==> src/rtl/push_uart_pkg.sv <==
package push_uart_pkg;

    localparam int unsigned CHAR_W = 8;

    typedef enum logic [1:0] {
        TX_IDLE  = 2'd0,
        TX_START = 2'd1,
        TX_DATA  = 2'd2,
        TX_STOP  = 2'd3
    } tx_state_t;

endpackage

==> src/rtl/btn_sync.sv <==
module btn_sync #(
    parameter int unsigned STAGES = 2
) (
    input  logic              clk,
    input  logic              rst,
    input  logic              din,
    output logic [STAGES-1:0] taps
);

    logic [STAGES-1:0] stage_q;

    generate
        for (genvar i = 0; i < STAGES; i++) begin : g_stage
            if (i == 0) begin : g_first
                always_ff @(posedge clk) begin
                    if (rst) stage_q[i] <= 1'b0;
                    else     stage_q[i] <= din;
                end
            end else begin : g_rest
                always_ff @(posedge clk) begin
                    if (rst) stage_q[i] <= 1'b0;
                    else     stage_q[i] <= stage_q[i-1];
                end
            end
        end
    endgenerate

    assign taps = stage_q;

endmodule

==> src/rtl/btn_debounce.sv <==
module btn_debounce #(
    parameter int unsigned DB_BITS = 19
) (
    input  logic clk,
    input  logic rst,
    input  logic near_q,
    input  logic far_q,
    output logic level
);

    localparam int unsigned CNT_W = DB_BITS + 1;

    logic [CNT_W-1:0] settle_cnt;
    logic             moving;
    logic             settled;

    assign moving  = near_q ^ far_q;
    assign settled = settle_cnt[DB_BITS];

    always_ff @(posedge clk) begin
        if (rst) begin
            settle_cnt <= '0;
            level      <= 1'b0;
        end else if (moving) begin
            settle_cnt <= '0;
        end else if (!settled) begin
            settle_cnt <= settle_cnt + 1'b1;
        end else begin
            level <= far_q;
        end
    end

    // the filtered level cannot move until the stability count saturates
    p_level_hold_r3: assert property (@(posedge clk) disable iff (rst)
        !settled |=> $stable(level));

    // a change between the stages restarts the timer
    p_restart_r3: assert property (@(posedge clk) disable iff (rst)
        moving |=> !settled);

endmodule

==> src/rtl/press_edge.sv <==
module press_edge (
    input  logic clk,
    input  logic rst,
    input  logic level,
    output logic pulse
);

    logic prev_q;

    always_ff @(posedge clk) begin
        if (rst) prev_q <= 1'b0;
        else     prev_q <= level;
    end

    assign pulse = level & ~prev_q;

    // a request never lasts more than one clock
    p_single_pulse_r9: assert property (@(posedge clk) disable iff (rst)
        pulse |=> !pulse);

    // a falling level never produces a request
    p_no_release_req_r4: assert property (@(posedge clk) disable iff (rst)
        !level |-> !pulse);

endmodule

==> src/rtl/uart_tx_fsm.sv <==
module uart_tx_fsm
    import push_uart_pkg::*;
#(
    parameter int unsigned CLK_HZ = 50_000_000,
    parameter int unsigned BAUD   = 9600
) (
    input  logic              clk,
    input  logic              rst,
    input  logic              req,
    input  logic [CHAR_W-1:0] data,
    output logic              line,
    output logic              ready
);

    localparam int unsigned DIV   = CLK_HZ / BAUD;
    localparam int unsigned CNT_W = (DIV > 2) ? $clog2(DIV) : 1;
    localparam int unsigned IDX_W = $clog2(CHAR_W);
    localparam logic [CNT_W-1:0] CNT_LAST = CNT_W'(DIV - 1);
    localparam logic [IDX_W-1:0] IDX_LAST = IDX_W'(CHAR_W - 1);

    tx_state_t         state_q;
    tx_state_t         state_d;
    logic [CNT_W-1:0]  baud_cnt;
    logic [IDX_W-1:0]  bit_idx;
    logic [CHAR_W-1:0] shreg;
    logic              tick;

    assign tick = (baud_cnt == CNT_LAST);

    // next-state logic
    always_comb begin
        state_d = state_q;
        unique case (state_q)
            TX_IDLE:  if (req)  state_d = TX_START;
            TX_START: if (tick) state_d = TX_DATA;
            TX_DATA:  if (tick && bit_idx == IDX_LAST) state_d = TX_STOP;
            TX_STOP:  if (tick) state_d = TX_IDLE;
            default:            state_d = TX_IDLE;
        endcase
    end

    // state register
    always_ff @(posedge clk) begin
        if (rst) state_q <= TX_IDLE;
        else     state_q <= state_d;
    end

    // outputs and datapath
    always_ff @(posedge clk) begin
        if (rst) begin
            line     <= 1'b1;
            ready    <= 1'b1;
            shreg    <= '0;
            bit_idx  <= '0;
            baud_cnt <= '0;
        end else begin
            if (state_q == TX_IDLE || tick) baud_cnt <= '0;
            else                            baud_cnt <= baud_cnt + 1'b1;
            unique case (state_q)
                TX_IDLE: begin
                    if (req) begin
                        shreg <= data;
                        line  <= 1'b0;
                        ready <= 1'b0;
                    end
                end
                TX_START: begin
                    if (tick) begin
                        line    <= shreg[0];
                        shreg   <= shreg >> 1;
                        bit_idx <= '0;
                    end
                end
                TX_DATA: begin
                    if (tick) begin
                        if (bit_idx == IDX_LAST) begin
                            line <= 1'b1;
                        end else begin
                            line    <= shreg[0];
                            shreg   <= shreg >> 1;
                            bit_idx <= bit_idx + 1'b1;
                        end
                    end
                end
                TX_STOP: begin
                    if (tick) ready <= 1'b1;
                end
                default: begin
                    line  <= 1'b1;
                    ready <= 1'b1;
                end
            endcase
        end
    end

    // start bit is low, stop bit is high
    p_start_low_r1: assert property (@(posedge clk) disable iff (rst)
        (state_q == TX_START) |-> !line);
    p_stop_high_r1: assert property (@(posedge clk) disable iff (rst)
        (state_q == TX_STOP) |-> line);
    // bit timer stays below the divider
    p_baud_range_r1: assert property (@(posedge clk) disable iff (rst)
        baud_cnt <= CNT_LAST);
    // idle means a high line and ready; ready tracks the idle state
    p_idle_line_r2: assert property (@(posedge clk) disable iff (rst)
        (state_q == TX_IDLE) |-> (line && ready));
    p_ready_idle_r2: assert property (@(posedge clk) disable iff (rst)
        ready == (state_q == TX_IDLE));
    // a request during a frame does not disturb the state
    p_busy_ignore_r7: assert property (@(posedge clk) disable iff (rst)
        (req && state_q == TX_DATA && !tick) |=> (state_q == TX_DATA));

endmodule

==> src/rtl/push_uart_sender.sv <==
module push_uart_sender
    import push_uart_pkg::*;
#(
    parameter int unsigned CLK_HZ  = 50_000_000,
    parameter int unsigned BAUD    = 9600,
    parameter int unsigned DB_BITS = 19
) (
    input  logic              clk,
    input  logic              rst,
    input  logic              btn_raw,
    input  logic [CHAR_W-1:0] tx_byte,
    output logic              ser_out,
    output logic              ready
);

    localparam int unsigned SYNC_STAGES = 2;

    logic [SYNC_STAGES-1:0] sync_taps;
    logic                   btn_level;
    logic                   send_req;

    btn_sync #(.STAGES(SYNC_STAGES)) u_sync (
        .clk  (clk),
        .rst  (rst),
        .din  (btn_raw),
        .taps (sync_taps)
    );

    btn_debounce #(.DB_BITS(DB_BITS)) u_db (
        .clk    (clk),
        .rst    (rst),
        .near_q (sync_taps[SYNC_STAGES-2]),
        .far_q  (sync_taps[SYNC_STAGES-1]),
        .level  (btn_level)
    );

    press_edge u_edge (
        .clk   (clk),
        .rst   (rst),
        .level (btn_level),
        .pulse (send_req)
    );

    uart_tx_fsm #(.CLK_HZ(CLK_HZ), .BAUD(BAUD)) u_tx (
        .clk   (clk),
        .rst   (rst),
        .req   (send_req),
        .data  (tx_byte),
        .line  (ser_out),
        .ready (ready)
    );

    // the cycle after reset the line is high and ready is set
    p_reset_idle_r8: assert property (@(posedge clk)
        $past(rst) |-> (ser_out && ready));

endmodule

==> config.mk <==
export PLATFORM = sky130hd
export DESIGN_NAME = push_uart_sender
export DESIGN_NICKNAME = d
export VERILOG_FILES = /design/src/rtl/push_uart_pkg.sv /design/src/rtl/btn_sync.sv /design/src/rtl/btn_debounce.sv /design/src/rtl/press_edge.sv /design/src/rtl/uart_tx_fsm.sv /design/src/rtl/push_uart_sender.sv
export SDC_FILE = /design/constraint.sdc
export NUM_CORES = 1
export LEC_CHECK = 0
export ABC_AREA = 1
export BUFFER_PORTS_ARGS = -buffer_cell sky130_fd_sc_hd__buf_2
export CORE_MARGIN = 2
export CORE_UTILIZATION = 55
export DETAILED_ROUTE_END_ITERATION = 6
export PLACE_DENSITY = 0.75
export SYNTH_ARGS = -nofsm -noshare
export SYNTH_HDL_FRONTEND = slang
export SYNTH_HIERARCHICAL = 1
export SYNTH_SLANG_ARGS = --single-unit
==> constraint.sdc <==
create_clock -name clk -period 2.3 [get_ports clk]
set_input_delay 0.345 -clock clk [delete_from_list [all_inputs] [get_ports clk]]
set_output_delay 0.345 -clock clk [all_outputs]
set_load 0.05 [all_outputs]
==> results of run 1 <==
-- flip-flops by register name, indices dropped and copies added (netlist names), 2 cells and up --
register         cells
u_tx/shreg           8
u_tx/state_q         2
u_db/settle_cnt     20
u_sync/taps          2
u_tx/bit_idx         3
u_tx/baud_cnt       13
-- where the power goes --
part	switching [mW]	internal (mW)	total, mW
clock	0.281	0.323	0.604
combinational	0.338	0.164	0.502
sequential	0.0477	0.982	1.03
total	0.667	1.47	2.14
-- through the flow --
stage / instances / worst slack, ns / power [mW] / hold slack, ns / cell area [um^2]
after CTS: 471 / 0.5662 / 2.161 / 0.2241 / 2968
after global routing: 471 / 0.3657 / 2.271 / 0.2327 / 2968
after global placement: 463 / 0.6639 / 1.534 / 0.4379 / 2860
after floorplan: 389 / 0.8095 / 1.457 / 0.4141 / 2745
after detailed placement: 463 / 0.5933 / 1.546 / 0.4398 / 2860
final: 471 / 0.5681 / 2.136 / 0.2405 / 2968
-- metal layers --
| metal | track usage [%] | part of all wire (%) | vias up |
|---|---|---|---|
| met5 | 0 | 0 | - |
| met4 | 7.937 | 2.2 | 0 |
| met3 | 4.016 | 3.2 | 9 |
| met2 | 34.51 | 49 | 37 |
| met1 | 24.29 | 45 | 1048 |
| li1 | - | - | 1260 |
-- cell type report --
type                       count  area (um^2)
timing repair buffer          15        82.58
inverter                      49        183.9
multi-input combinational    280         1469
clock buffer                   6        72.57
fill                         439         1787
clock inverter                 2        35.03
tap                           67        83.83
sequential                    52         1041
-- cell usage after synthesis (5+ instances only) --
master	instances	share of area [%]
nor3_1	5	0.91
a21oi_1	31	5.7
dfxtp_1	52	38
nor2_1	55	7.5
nand2_2	5	1.1
nand3_1	19	3.5
nand4_1	13	3.0
nand2_1	95	13
ha_1	9	4.1
nor2_2	9	2.1
o21ai_0	11	2.0
inv_1	45	6.2
-- tightest hold or removal path, cell delays in order --
cell	delay, ns
buf_2	0.07
inv_1	0.03
nor2_1	0.06
-- cells by family (layout without fill, tap and decap cells) --
family / after synthesis / after routing / synth area share [%]
buffers and inverters: 57 / 72 / 8.569
XOR/XNOR: 5 / 5 / 1.595
AO/OA/AOI/OAI: 45 / 45 / 8.569
flip-flops: 52 / 52 / 37.92
adder cells (fa/ha/maj): 9 / 9 / 4.102
AND/OR/NAND/NOR: 221 / 221 / 39.24
-- placed cells by master, fill, tap and decap left out --
master and count:
a21oi_2 1, xor2_1 4, nor2_8 1, dfxtp_1 52, nand3_4 2, nand4_1 13
bufinv_16 1, nand2_4 2, o21ai_0 11, clkinv_2 1, nand2_2 5, inv_1 45
a21oi_1 31, nor3_4 2, o21a_1 1, o21ai_2 1, clkbuf_8 5, and2_1 1
ha_1 9, nor2_1 55, nor3_2 1, inv_2 2, nor2_4 2, nand3b_1 3
nand3_1 19, buf_2 12, nor2_2 9, xnor2_1 1, nand3_2 2, nor3b_2 1
or2_2 1, nor3_1 5, nor3b_1 2, clkbuf_1 1, nand2_1 95, buf_4 3
clkinv_1 2
-- path summary, 6_finish.rpt --
path	cells after the start	end	startpoint	slack, ns
worst min-delay path	3	u_sync/taps[0]$_SDFF_PP0_	btn_raw	0.24
worst max-delay path	6	u_tx/shreg[6]$_SDFFE_PP0P_	u_tx/state_q[1]$_SDFFE_PP0P_	0.57
worst max register to register	6	u_tx/shreg[6]$_SDFFE_PP0P_	u_tx/state_q[1]$_SDFFE_PP0P_	0.57
worst min register to register	2	u_sync/taps[1]$_SDFF_PP0_	u_sync/taps[0]$_SDFF_PP0_	0.45
==> metrics.md, run 1 <==
| Metric | Value |
|---|---|
| Synthesized Nets | `409` |
| Critical path's top delay family | `adder cells` |
| WL/cell | `10.55 um` |
| Critical Path Fanout Max | `10` |
| Syn. warnings | `6` |
| Pin count of the biggest net entering global routing | `16` |
| Initial core utilization | `57.74%` |
| Crit end category | `flop` |
| Drc violations | `0` |
| I/O Buffers | `12` |
| Pre-Repair DR Iteration Count | `5` |
| Worst-path clk slew | `0.09 ns` |
| CORE AREA | `0.004755 mm^2` |
| Max Freq | `577.4 MHz` |
| Fin nets | `423` |
| Tcrit/Tclk final | `75.30%` |
| Cts repair resizes | `0` |
| Clk_skew | `0.008057 ns` |
| First-pass GRT wire length | `8.769 mm` |
| Total GRT Usage | `19.92%` |
| Root Driver | `clkbuf_8` |
| Gr ovfl total | `0` |
| Delay of the slowest critical-path stage | `0.43 ns` |
| Clock buffer depth | `2` |
| Hold buffers post-CTS | `0` |
| Die Y | `74.65 um` |
| Syn Inst Count | `389` |
| Fin. Hold Viols | `0` |
| Buf+Inv Stages, Crit Path | `2` |
| Register bit total from synthesis | `52` |
| Sink Count | `52` |
| Post-synth cell types | `35` |
| Seq/Total Area, Yosys | `37.92%` |
| CTS Buf Count | `5` |
| CTS H-tree depth | `2` |
| Via Count | `2354` |
| Dpl hpwl | `3.692 mm` |
| Setup crit start kind | `flop` |
| Area growth, synth to finish | `8.113%` |
| Share of layout cells above drive strength 1 | `13.37%` |
| CP cell instances | `inv_1, ha_1, clkinv_1, o21ai_0, nand4_1, a21oi_1` |
| Period minus WS final | `1.732 ns` |
| DRT iter0 DRCs | `126` |
| Share of flip-flops with an asynchronous set or reset | `0%` |
| Dominant synthesized flop cell | `dfxtp_1` |
| Initial antenna violation count | `0` |
| Finish-stage setup viols | `0` |
| Max Slew Vio Count | `0` |
| Synthesized cell area | `0.002745 mm^2` |
| Antenna viol nets, final | `0` |
| Utilization after layout | `62.42%` |
| Vias in the first global route | `2182` |
| Die Width | `74.65 um` |
| Number of max-cap violations | `0` |
| Die footprint | `0.005573 mm^2` |
| RSZ-0062 raised after global routing | `false` |
| Final wirelength | `4.969 mm` |
| I/O pin cnt | `13` |
| Syn Area/Cell | `7.057 um^2` |
| Leak | `1.224 nW` |
| Diodes inserted | `0` |
| Least-Margin Pin Slew | `0.5179 ns` |
| Crit path kind | `flop to flop` |
| Outcome | `complete, no violations` |
| Clk Latency, worst-skew pair | `0.30 ns` |
| Crit-path slowest cell | `ha_1` |
| Pwr dens | `719.7 mW/mm^2` |
| Max-slew headroom | `65.37%` |
| Row count | `25` |
| Routed vias/inst | `4.998` |
| WP data required | `2.54 ns` |
| CTS tree | `done` |
| Worst Hold Class | `input port to flop` |
| VDD IR max | `0.0004085 V` |
| Total negative slack | `0 ns` |
| Post-CTS Setup Bufs | `0` |
| EDFF count, synth | `0` |
| Critical Path AT | `1.97 ns` |
| Final Wtd Congestion | `0.8557` |
Note: power is estimated with default switching activity, not from simulation.
==> inputs of run 2 (changes only) <==
PLACE_DENSITY = 0.77   (was 0.75)
clock period = 1.46 ns   (was 2.3 ns; I/O delays follow)
==> run 2 against run 1 <==
The flow now finishes with violations (setup timing). Global-route usage rose by 0.33 points. Largest cell class unchanged. Maximum frequency is 17% higher. Highest routed layer unchanged. Hold slack lost 0.14 ns. Clock-buffer cell count down 1. Utilization is 7.7 points higher. Clock power increased by 65%. Die area did not move.
==> metrics.md, run 2 (synthesis gave the netlist of run 1 again) <==
| Metric | Value |
|---|---|
| Outcome | `finished with violations` |
| Failing checks | `setup timing` |
| CTS tree | `done` |
| Setup crit start kind | `flop` |
| Crit path kind | `flop to flop` |
| Register name with the most flops | `u_db/settle_cnt` |
| Sink Count | `52` |
| Die footprint | `0.005573 mm^2` |
| Filler Cell Count | `375` |
| Total GRT Usage | `20.25%` |
| Max-slew headroom | `76.94%` |
| Buf+Inv Stages, Crit Path | `1` |
| Critical Path AT | `1.69 ns` |
| Max Slew Vio Count | `0` |
| CP cell instances | `ha_4, nand2_4, nor2_4, nand3_4, nand2_4, buf_6, nand4_1, nand2_1, nor2_1` |
| Delay of the slowest critical-path stage | `0.37 ns` |
| CORE AREA | `0.004755 mm^2` |
| Area growth, synth to finish | `21.51%` |
| Clk Latency, worst-skew pair | `0.31 ns` |
| WP data required | `1.67 ns` |
| Critical path's top delay family | `simple AND/OR/NAND/NOR gates` |
| Placed Instances | `478` |
| Worst-path clk slew | `0.10 ns` |
| Leak | `1.386 nW` |
| Most frequent cells in the layout | `nand2_1 (91), nor2_1 (52), dfxtp_1 (45), inv_1 (41), a21oi_1 (27)` |
| Max reg flops | `20` |
| Drc violations | `0` |
| Row count | `25` |
| CTS Buf Count | `5` |
| Antenna viol nets, final | `0` |
| CP most frequent cell | `nand2_4` |
| Vias in the first global route | `2145` |
| Clk_skew | `0.007730 ns` |
| Hold WS | `0.09704 ns` |
| Hold depth | `3` |
| Commonest non-fill, non-tap cell in the layout | `nand2_1` |
| RSZ-0062 raised after global routing | `true` |
| Initial antenna violation count | `0` |
| Root Driver | `clkbuf_8` |
| Final setup margin | `-0.01895 ns` |
| Die Width | `74.65 um` |
| Crit-path slowest cell | `dfxtp_4` |
| Final wirelength | `5.731 mm` |
| DRT iter0 DRCs | `151` |
| FF-to-FF path depth | `9` |
| Finish-stage setup viols | `1` |
| First-pass GRT wire length | `8.907 mm` |
| WL/cell | `11.55 um` |
| Final Wtd Congestion | `0.8312` |
| Clock buffer depth | `2` |
| Critical Path Stages | `9` |
| Cell Count, Final, Fillers Out | `496` |
| Critical Path Fanout Max | `6` |
| Worst Hold Class | `input port to flop` |
| I/O pin cnt | `13` |
| Share of layout cells above drive strength 1 | `25.87%` |
| Biggest regs | `u_db/settle_cnt (20), u_tx/baud_cnt (13), u_tx/shreg (8)` |
| I/O Buffers | `12` |
| Die Y | `74.65 um` |
| Pwr dens | `1150 mW/mm^2` |
| Pin count of the biggest net entering global routing | `17` |
| Tcrit/Tclk final | `101.3%` |
| Crit end category | `flop` |
| Dpl hpwl | `3.815 mm` |
| Max Freq | `676.2 MHz` |
| Hold buffers post-CTS | `0` |
| CTS H-tree depth | `2` |
| Least-Margin Pin Slew | `0.3456 ns` |
| Gr ovfl total | `0` |
| Initial core utilization | `57.74%` |
| Period minus WS final | `1.479 ns` |
| Via Count | `2524` |
| Pre-Repair DR Iteration Count | `4` |
| Diodes inserted | `0` |
| Fin nets | `448` |
| Routed vias/inst | `5.089` |
| Fin. Hold Viols | `0` |
| VDD IR max | `0.0005727 V` |
| Number of max-cap violations | `0` |
[run 2: cell type report]
type | count | area, um^2 | area share [%]
Multi-Input combinational cell | 281 | 1629 | 48.84
Sequential cell | 52 | 1052 | 31.55
Timing Repair Buffer | 39 | 271.5 | 8.140
Inverter | 49 | 187.7 | 5.626
Tap cell | 67 | 83.83 | 2.513
Clock buffer | 5 | 68.82 | 2.063
Clock inverter | 3 | 42.54 | 1.275
[run 2: final timing paths]
check,from,end,slack (ns)
worst max-delay path,u_tx/baud_cnt[1]$_SDFF_PP0_,u_tx/state_q[1]$_SDFFE_PP0P_,-0.02
worst min register to register,u_tx/bit_idx[2]$_SDFFE_PP0P_,u_tx/bit_idx[2]$_SDFFE_PP0P_,0.45
worst min-delay path,btn_raw,u_sync/taps[0]$_SDFF_PP0_,0.1
worst max register to register,u_tx/baud_cnt[1]$_SDFF_PP0_,u_tx/state_q[1]$_SDFFE_PP0P_,-0.02
[run 2: worst register-to-register path, delay by kind of cell, from the launching register on]
family / cells / cell delay (ns)
AND/OR/NAND/NOR: 7 / 0.73
flip-flops: 1 / 0.37
adder cells (fa/ha/maj): 1 / 0.15
buffers and inverters: 1 / 0.14
[run 2: power by group]
part	total [mW]	internal [mW]	switching [mW]
Sequential	1.64	1.55	0.0822
Combinational	1.20	0.493	0.711
Clock	0.998	0.508	0.490
Total	3.84	2.55	1.28
[run 2: per-stage QoR]
| stage | total power [mW] | setup slack, ns | TNS (ns) | util [%] | instance area, um^2 |
|---|---|---|---|---|---|
| after CTS | 3.571 | -0.02912 | -0.05117 | 65.42 | 3110 |
| final | 3.836 | -0.01895 | -0.01895 | 70.16 | 3336 |
| after global routing | 4.026 | -0.1107 | -0.7533 | 70.16 | 3336 |
| after detailed placement | 2.543 | -0.04681 | -0.1776 | 62.61 | 2977 |
| after floorplan | 2.304 | 0.01169 | 0 | - | 2749 |
| after global placement | 2.525 | 0.01646 | 0 | 62.61 | 2977 |
[run 2: layer usage]
metal	global-route usage, %	up-vias	part of all wire [%]
met1	24.83	1144	44
met4	7.738	0	1.9
met2	35.59	52	50
met3	3.347	12	4.3
met5	0	-	0
li1	-	1316	-
[run 2: timing repair]
action                     4_1_cts  5_1_grt
buffers inserted                 0        8
pin swaps                        1       17
cloned                           1        1
resized for setup                8       44
setup endpoints to repair       15       27
==> inputs of run 3 (changes only) <==
CORE_ASPECT_RATIO = 1.5   (was not set)
PLACE_DENSITY = 0.75   (was 0.77)
==> run 3 against run 2 <==
The run now ends clean. Cell count stayed put. Maximum frequency is 5.5% higher. Sequential cell count stayed put. Critical path depth stayed put. Die area is 0.20% higher. First-iteration DRC count is 54% lower. Cell area is 0.45% higher. Wire length is 6.6% higher. Power is 5.3% lower. Combinational power hardly changed. Clock power is 20% lower. Largest cell class unchanged. Highest routed layer unchanged.
==> metrics.md, run 3 (synthesis gave the netlist of run 1 again) <==
| Metric | Value |
|---|---|
| WP data required | `1.70 ns` |
| Die footprint | `0.005584 mm^2` |
| Final wirelength | `6.112 mm` |
| Most frequent cells in the layout | `nand2_1 (91), nor2_1 (51), dfxtp_1 (46), inv_1 (40), a21oi_1 (30)` |
| Pre-Repair DR Iteration Count | `4` |
| Crit end category | `flop` |
| Pin count of the biggest net entering global routing | `16` |
| CORE AREA | `0.004810 mm^2` |
| Utilization after layout | `69.67%` |
| Area post-placement | `0.003018 mm^2` |
| First-pass GRT wire length | `9.494 mm` |
| Leak | `1.385 nW` |
| Outcome | `complete, no violations` |
| Critical Path Fanout Max | `7` |
| Row count | `31` |
| I/O Buffers | `12` |
| Die Width | `61.69 um` |
| Pre-CTS WS | `-0.05391 ns` |
| Max Freq | `713.4 MHz` |
| Hold WS | `0.1226 ns` |
| Register name with the most flops | `u_db/settle_cnt` |
| I/O pin cnt | `13` |
| Die Y | `90.53 um` |
| Finish-stage setup viols | `0` |
| Total GRT Usage | `21.76%` |
| WL/cell | `12.32 um` |
| Worst Hold Class | `input port to flop` |
| Sink Count | `52` |
| Least-Margin Pin Slew | `0.2539 ns` |
| RSZ-0062 raised after global routing | `true` |
| Crit path kind | `flop to flop` |
| Max-slew headroom | `83.02%` |
| Drc violations | `0` |
| Clock buffer depth | `2` |
| Initial core utilization | `57.08%` |
| Max reg flops | `20` |
| Clk_skew | `0.007870 ns` |
| Hold_sp | `btn_raw` |
| Area growth, synth to finish | `22.06%` |
| Worst Hold End | `u_sync/taps[0]$_SDFF_PP0_` |
| Setup crit start kind | `flop` |
| Via Count | `2552` |
| Final Wtd Congestion | `0.8630` |
| FF-to-FF path depth | `9` |
| Worst-path clk slew | `0.10 ns` |
| Critical Path AT | `1.64 ns` |
| Diodes inserted | `0` |
| Biggest regs | `u_db/settle_cnt (20), u_tx/baud_cnt (13), u_tx/shreg (8)` |
| Fin nets | `450` |
| Worst R2R Start | `u_tx/baud_cnt[5]$_SDFF_PP0_` |
| CTS H-tree depth | `2` |
| Initial antenna violation count | `0` |
| CP cell instances | `inv_1, nand2_1, nor2_4, nand3_4, nand2_8, nand3_4, nand2_1, nand2_1, nor2_1` |
| Antenna viol nets, final | `0` |
| Commonest non-fill, non-tap cell in the layout | `nand2_1` |
| Tcrit/Tclk final | `96.02%` |
| Pwr Total | `3.632 mW` |
| Root Driver | `clkbuf_8` |
| Total negative slack | `0 ns` |
| Number of max-cap violations | `0` |
| Max Slew Vio Count | `0` |
| Vias in the first global route | `2398` |
| Fin. Hold Viols | `0` |
| Final instance area | `0.003351 mm^2` |
| Routed vias/inst | `5.145` |
| Worst R2R Setup Slack | `0.06 ns` |
| Share of layout cells above drive strength 1 | `26.05%` |
| Cell Count, Final, Fillers Out | `496` |
| CTS tree | `done` |
| Gr ovfl total | `0` |
| Crit-path slowest cell | `dfxtp_1` |
| Delay of the slowest critical-path stage | `0.36 ns` |
| CP most frequent cell | `nand2_1` |
| FF-to-FF End | `u_tx/shreg[7]$_SDFFE_PP0P_` |
| VDD IR max | `0.0007989 V` |
| Dpl hpwl | `4.392 mm` |
| Period minus WS final | `1.402 ns` |
| Placed Instances | `481` |
| DRT iter0 DRCs | `70` |
| Hold depth | `3` |
| CTS Buf Count | `5` |
| Final setup margin | `0.05817 ns` |
| Pwr dens | `1084 mW/mm^2` |
| Clk Latency, worst-skew pair | `0.30 ns` |
run 3: worst max-delay path: cells and delay by family (launching register included):
kind          cells  cell delay (ns)
buf+inv           1             0.12
flops             1             0.36
simple gates      8             0.86
run 3: final cells by class:
| type | count | area (um^2) |
|---|---|---|
| clock inverters | 2 | 12.51 |
| multi-input cells | 282 | 1662 |
| well taps | 66 | 82.58 |
| clock buffers | 5 | 68.82 |
| fillers | 420 | 1459 |
| inverters | 49 | 190.2 |
| repair buffers | 40 | 284.0 |
| flip-flops and latches | 52 | 1051 |
run 3: what timing repair did:
item | in CTS | in global routing
setup endpoints to repair | 13 | 27
endpoints found under the hold margin | 0 | 0
buffers inserted | 3 | 2
resized for setup | 12 | 42
pin swaps | 6 | 19
hold buffers | 0 | 0
gates cloned | 1 | 2
run 3: layer usage:
metal  vias to the layer above  wire (um)  global-route usage (%)
met5                         -          0                       0
met4                         0        203                   6.915
met3                        19        128                   3.438
met2                        33       3518                   43.33
met1                      1181       2262                   20.45
li1                       1319          -                       -
run 3: worst max-delay path by stage:
| stage | startpoint | endpoint | slack [ns] |
|---|---|---|---|
| 2_1_floorplan | u_tx/state_q[0]$_SDFFE_PP0P_ | u_tx/line$_SDFFE_PP1P_ | 0.01 |
| 3_3_place_gp | u_tx/state_q[0]$_SDFFE_PP0P_ | u_tx/shreg[0]$_SDFFE_PP0P_ | 0.02 |
| 3_5_place_dp | u_tx/state_q[1]$_SDFFE_PP0P_ | u_tx/shreg[7]$_SDFFE_PP0P_ | -0.05 |
| 4_1_cts | u_tx/state_q[0]$_SDFFE_PP0P_ | u_tx/shreg[7]$_SDFFE_PP0P_ | -0.01 |
| 5_1_grt | u_tx/bit_idx[0]$_SDFFE_PP0P_ | u_tx/bit_idx[1]$_SDFFE_PP0P_ | -0.04 |
| 6_report | u_tx/baud_cnt[5]$_SDFF_PP0_ | u_tx/shreg[7]$_SDFFE_PP0P_ | 0.06 |
run 3: where the power goes:
group | switching, mW | internal, mW
combinational | 0.715 | 0.485
sequential | 0.0825 | 1.55
clock | 0.469 | 0.326
total | 1.27 | 2.37
